<file path="config.mk">
export PLATFORM = sky130hd
export DESIGN_NAME = dual_reload_timer
export DESIGN_NICKNAME = d
export VERILOG_FILES = /design/src/rtl/dual_reload_timer.sv
export SDC_FILE = /design/constraint.sdc
export NUM_CORES = 1
export LEC_CHECK = 0
export CAP_MARGIN = 20
export CORE_ASPECT_RATIO = 0.8
export CORE_MARGIN = 8
export CORE_UTILIZATION = 57
export DETAILED_ROUTE_END_ITERATION = 10
export HOLD_SLACK_MARGIN = 0.06
export PLACE_DENSITY = 0.81
export SLEW_MARGIN = 20
export SYNTH_ARGS = -nofsm -noshare
export SYNTH_HDL_FRONTEND = slang
export SYNTH_SLANG_ARGS = --single-unit
</file>
<file path="constraint.sdc">
create_clock -name clk -period 3.1 [get_ports clk]
set_input_delay 0.465 -clock clk [delete_from_list [all_inputs] [get_ports clk]]
set_output_delay 0.465 -clock clk [all_outputs]
set_load 0.02 [all_outputs]
</file>
<file path="src/rtl/dual_reload_timer.sv">
module dual_reload_timer (
  input  logic        clk,
  input  logic        rst_n,
  input  logic        wr_en,
  input  logic [2:0]  reg_sel,
  input  logic [31:0] wdata,
  output logic [31:0] rdata,
  output logic        irq
);
  localparam logic [2:0] SEL_LOAD = 3'd0, SEL_VALUE = 3'd1, SEL_CTRL = 3'd2, SEL_BG = 3'd3,
                         SEL_MASK = 3'd4, SEL_RAW = 3'd5, SEL_MIS = 3'd6, SEL_CLR = 3'd7;

  logic [31:0] cnt_q, bg_q, ld_q;
  logic [7:0]  ctrl_q, pcnt_q;
  logic        raw_q, mask_q;

  wire en       = ctrl_q[7];
  wire periodic = ctrl_q[6];
  wire wide     = ctrl_q[1];

  wire [31:0] span = wide ? 32'hFFFF_FFFF : 32'h0000_FFFF;
  wire [31:0] cur  = cnt_q & span;

  logic [7:0] div_m1;
  always_comb begin
    case (ctrl_q[3:2])
      2'd0:    div_m1 = 8'd0;
      2'd1:    div_m1 = 8'd15;
      default: div_m1 = 8'd255;
    endcase
  end

  wire tick   = en && (pcnt_q >= div_m1);
  wire expire = tick && (cur == 32'd0);

  wire wr_ld   = wr_en && reg_sel == SEL_LOAD;
  wire wr_ctrl = wr_en && reg_sel == SEL_CTRL;
  wire wr_bg   = wr_en && reg_sel == SEL_BG;
  wire wr_mask = wr_en && reg_sel == SEL_MASK;
  wire wr_clr  = wr_en && reg_sel == SEL_CLR && wdata[0];

  always_ff @(posedge clk) begin
    if (!rst_n) begin
      cnt_q  <= '0;
      bg_q   <= '0;
      ld_q   <= '0;
      ctrl_q <= '0;
      pcnt_q <= '0;
      raw_q  <= 1'b0;
      mask_q <= 1'b0;
    end else begin
      if (!en || tick) pcnt_q <= '0;
      else             pcnt_q <= pcnt_q + 8'd1;

      if (wr_ld) begin
        cnt_q <= wdata;
        ld_q  <= wdata;
      end else if (tick) begin
        if (expire) cnt_q <= periodic ? bg_q : span;
        else        cnt_q <= (cur - 32'd1) & span;
      end

      if (wr_ld || wr_bg) bg_q <= wdata;
      if (wr_ctrl) ctrl_q <= wdata[7:0];
      if (wr_mask) mask_q <= wdata[0];

      if (expire)      raw_q <= 1'b1;
      else if (wr_clr) raw_q <= 1'b0;
    end
  end

  assign irq = raw_q & mask_q;

  always_comb begin
    case (reg_sel)
      SEL_LOAD:  rdata = ld_q;
      SEL_VALUE: rdata = cur;
      SEL_CTRL:  rdata = {24'd0, ctrl_q};
      SEL_BG:    rdata = bg_q;
      SEL_MASK:  rdata = {31'd0, mask_q};
      SEL_RAW:   rdata = {31'd0, raw_q};
      SEL_MIS:   rdata = {31'd0, irq};
      default:   rdata = 32'd0;
    endcase
  end
endmodule

</file>
## Word-level counts from Yosys, hierarchy flattened

Cells that the tools add are included.
W data, S select, Z words.

- Register bits: 114
- Input bits: 38
- Word-level logic and storage cells: 48
- Output and inout bits: 33

- $add $sub $neg: 2
- Bitwise gates (word level): 4
- Reduce and logical (&&, ||, !) cells: 17
- Equal/unequal tests: 8
- Magnitude comparators: 1
- Multiplexer cells: 9

Operators by type and width:

| operator | number |
|---|---|
| $pmux W32 S7 | 1 |
| $mux W32 | 5 |
| $and A32 B32 Y32 | 2 |
| $logic_not A32 Y1 | 1 |
| $sub A32 B1 Y32 const B | 1 |
| $pmux W8 S2 | 1 |
| $eq A3 B3 Y1 const B | 4 |
| $add A8 B1 Y8 const B | 1 |
| $ge A8 B8 Y1 | 1 |
| $logic_and A1 B1 Y1 | 8 |
| $eq A3 B2 Y1 const B | 2 |
| $reduce_bool A2 Y1 | 2 |
| $eq A3 B1 Y1 const B | 1 |
| $logic_not A3 Y1 | 1 |
| $eq A2 B1 Y1 const B | 1 |
| $logic_not A2 Y1 | 1 |
| $logic_or A1 B1 Y1 | 2 |
| $mux W1 | 2 |
| $reduce_or A2 Y1 | 1 |
| $and A1 B1 Y1 | 1 |
| $logic_not A1 Y1 | 1 |
| $not A1 Y1 | 1 |

## Logic depth before layout (Yosys ltp)

- Word-level depth: 8
- Mapped depth: 10
- Gate-level depth less buffers: 9

## Least setup slack after synthesis

No wires, ideal clock.

- Path type: input -> output
- Start: input reg_sel[0]
- End: output rdata[16]
- Data required time: 2635 ps
- Setup slack: 425 ps
- Buffers on the path: 3
- Data arrival time: 2210 ps
- Stages: 7
- Path through: clkbuf_1 -> buf_1 -> clkbuf_1 -> nand3_1 -> a21oi_1 -> a21oi_1 -> nor2_1

- Longest elaborated chain between the ends: 2
- Elaborated cells on any way between the ends: 8
- Classes of those cells: 6 x eq/ne; 1 x mux; 1 x reduce/logical

Ends and longest elaborated chain:

| item | RTL line | source |
|---|---|---|
| from (decl) | 5 | `input logic [2:0] reg_sel,` |
| $eq A3 B3 Y1 (tied with other cells) | 75 | `case (reg_sel)` |
| $pmux W32 S7 * | 75 |  |
| to (decl) | 7 | `output logic [31:0] rdata,` |

Every way passes the cells marked *; elsewhere a longest branch is shown, timed or not.

## Final worst setup path

- Start: input reg_sel[2]
- End: output rdata[0]

Same word-level chain as after synthesis.

==> results.md <==
* Status: completed
* Die W at 134 um
* Max FO, Critical Path at 22
* Number of buffers created by CTS at 17
* Unrepaired setup endpoints after global routing: no
* Tcrit/Tclk final at 0.954
* Clk_skew at between 0.007 and 0.008 ns
* # Post-CTS Setup Buffers at 0
* Synth Instances at ~820
* First-pass GRT wire length at 34,500 um
* Worst setup margin at between 0.1 and 0.15 ns
* Post-synthesis simple-gate area fraction at 0.233
* Worst Path Arrival at between 2 and 2.5 ns
* Area Growth Syn to Fin at 25.9%
* Yosys cell types at 71
* Final setup fails at 0
* # rows at 34
* Dpl hpwl at ~14,000 um
* Util after Layout at 0.735
* Clock Latency Late Sink at ~0.42 ns
* Worst R2R Start: ctrl_q[2]$_SDFFE_PN0P_
* Die height at roughly 110 um
* Drt first pass iters at 7
* Maxcap violations at 0
* Slew margin rel. at 0.437
* 1st-iter DRT viols at 914
* Max Fclk at roughly 0.34 GHz
* Post-Syn Area at between 6000 and 7000 sq um
* CTS H-tree depth at 4
* Seq/Total Area, Yosys at 0.359
* Final ANT Viol Nets at 0
* Total number of vias at about 7,000
* CTS Hold Bufs at 0
* Ys async rst share at 0
* Min Tclk post-route at a little under 3 ns
* Syn_area_per_cell at 7.80 sq um
* Endpoints failing hold at 0
* I/O pin cnt at 71
* CTS sink cnt at 114
* Compound-Gate Fraction of Synth Area at 0.232
* TritonCTS clock tree: yes
* Post-synthesis adder-cell area fraction at 0.0197
* Hold_ws at between 0.4 and 0.5 ns
* Reg area at between 2000 and 2500 sq um
* Port Buf Inserts at 70
* Starting Density at 0.584
* CP Class: in2out
* Root buf cell: clkbuf_16
* WL/cell at just over 20 um
* NumNets Final at 938
* Post-synth EDFFs at 0
* Core Area at 10,900 sq um
* Synth Area in XOR/XNOR at 0.0344
* Clock Tree Buf Depth at 2
* Routed WL at around 21,000 um
* Slew Limit Fails at 0
* WP data required at around 2.6 ns
* Synthesized Nets at about 860
* Setup TNS at 0 ns
* Reg-to-Reg End: cnt_q[8]$_SDFFE_PN0P_
* Initial antenna violation count at 0
* Synth warnings at 0
* Hold Path Depth at 2
* Hold Crit Class: reg2reg
* Commonest cells after routing, fill and taps aside: 164 x nand2_1, 114 x dfxtp_1, 98 x a21oi_1
* Largest family of logic cells by synthesized area: simple AND/OR/NAND/NOR gates
* Layout cells sized above 1 at 0.117
* HP Start: ld_q[26]$_SDFFE_PN0P_
* Total grt overflow at 0
* Hold path endpoint: ld_q[26]$_SDFFE_PN0P_
* Vias in the first global route at roughly 6,700
* LEAKAGE at between 2 and 3 nW
* Largest net degree at the start of global routing at between 90 and 100
* Synthesis-stage register bit count at about 110
* GP Congestion at a little under 1
* Crit end category: output pin
* Ys flop type: dfxtp_1
* Clock transition at path regs at about 0.050 ns
* Area of the multi-input gates at 3690 sq um
* Ant diodes at 0
* Routed vias/inst at between 6 and 7
* Multiplexer area fraction after synthesis at 0.0551
* Worst-margin pin slew at between 0.8 and 0.9 ns
* Die area at roughly 15,000 sq um
* Flop-to-flop setup slack at 0.23 ns
* Commonest non-fill, non-tap cell in the layout: nand2_1
* Cell area power density at between 500 and 600 nW/um^2
* Peak supply drop at roughly 0.00042 V
* Worst Setup Slack post-DPL at -0.0255 ns
* FILL cells at about 800
* # DRC at 0
* GRT Total Usage at 0.283
* Critical Path Start Type: primary input
* R2R cell count at 10
## registers in the layout, summed over array words and instances (netlist names)
register  cells
bg_q         32
cnt_q        32
ld_q         32
ctrl_q        8
pcnt_q        8
mask_q        1
raw_q         1
## synthesized netlist by cell type, types with 5 or more instances
library cell  instances  area share
a211oi_1             12       0.014
a21boi_0             10       0.012
a21oi_1              98       0.077
a222oi_1             14       0.022
a31oi_1               8      0.0079
and2_1                5      0.0049
clkbuf_1             42       0.025
clkbuf_8              7       0.015
dfxtp_1             114        0.36
ha_1                 10       0.020
inv_1                21       0.012
mux2i_1              17       0.027
mux4_2                7       0.025
nand2_1             164       0.097
nand3_1              16       0.013
nand4_1               6      0.0059
nor2_1               66       0.039
nor2b_1               8      0.0079
nor3_1               24       0.019
nor4_1                9      0.0089
o211ai_1              8      0.0094
o21ai_0              26       0.020
o221ai_1              5      0.0069
o31ai_1               7      0.0083
o32ai_1               9       0.012
xnor2_1               5      0.0069
xor2_1               20       0.028
## cell families after synthesis
logic type	count (synthesis)
DFF	114
buffers and inverters	83
adders and majority gates	10
and+or+nand+nor	328
muxes	26
xor gates and xnor gates	25
AOI/OAI and AO/OA	229
## through the flow
stage          power (mW)  std cells  cell area (sq um)
2_1_floorplan        2.02        815               6360
3_3_place_gp         2.25       1015               7360
3_5_place_dp         2.27       1015               7360
4_1_cts              4.33       1047               7980
5_1_grt              4.50       1047               8000
6_report             4.37       1047               8000
## final cells by class
class                      count  share of cell area
clock buffer                  22              0.0580
clock inverter                10              0.0195
inverter                      21             0.00985
multi-input combinational    618               0.462
sequential                   114               0.285
tap                          144              0.0225
timing repair buffer         118               0.143
## where the power goes
group / internal (mW) / switching, mW
Clock: 1.38 / 0.698
Combinational: 0.295 / 0.433
Sequential: 1.51 / 0.0497
## critical path: stages
cell and delay, ns:
clkdlybuf4s50_1 0.65, buf_4 0.34, nand2_1 0.09, o22ai_1 0.13, nand2_1 0.07, o21ai_0 0.10, clkdlybuf4s50_1 0.65
## worst max-delay path by stage
stage / to / cells after the start / slack, ns / start
global route: rdata[18] / 7 / 0.03 / reg_sel[1]
global placement: rdata[24] / 6 / 0.01 / reg_sel[0]
detailed placement: rdata[24] / 6 / -0.03 / reg_sel[0]
finish: rdata[0] / 7 / 0.14 / reg_sel[2]
floorplan: rdata[16] / 7 / 0.42 / reg_sel[0]
CTS: rdata[16] / 8 / 0.02 / reg_sel[0]
## metal layers
layer / vias up / part of all wire / global-route usage
met5: - / 0 / 0
met4: 0 / 0.026 / 0.115
met3: 63 / 0.12 / 0.0824
met2: 459 / 0.46 / 0.441
met1: 3214 / 0.40 / 0.360
li1: 3062 / - / -
## timing repair
action | 4_1_cts | 5_1_grt
resized for setup | 1 | 7
endpoints found under the hold margin | 0 | 0
endpoints found under the setup margin | 4 | 19
pin swaps | 0 | 1
(Power assumes the default switching activity.)
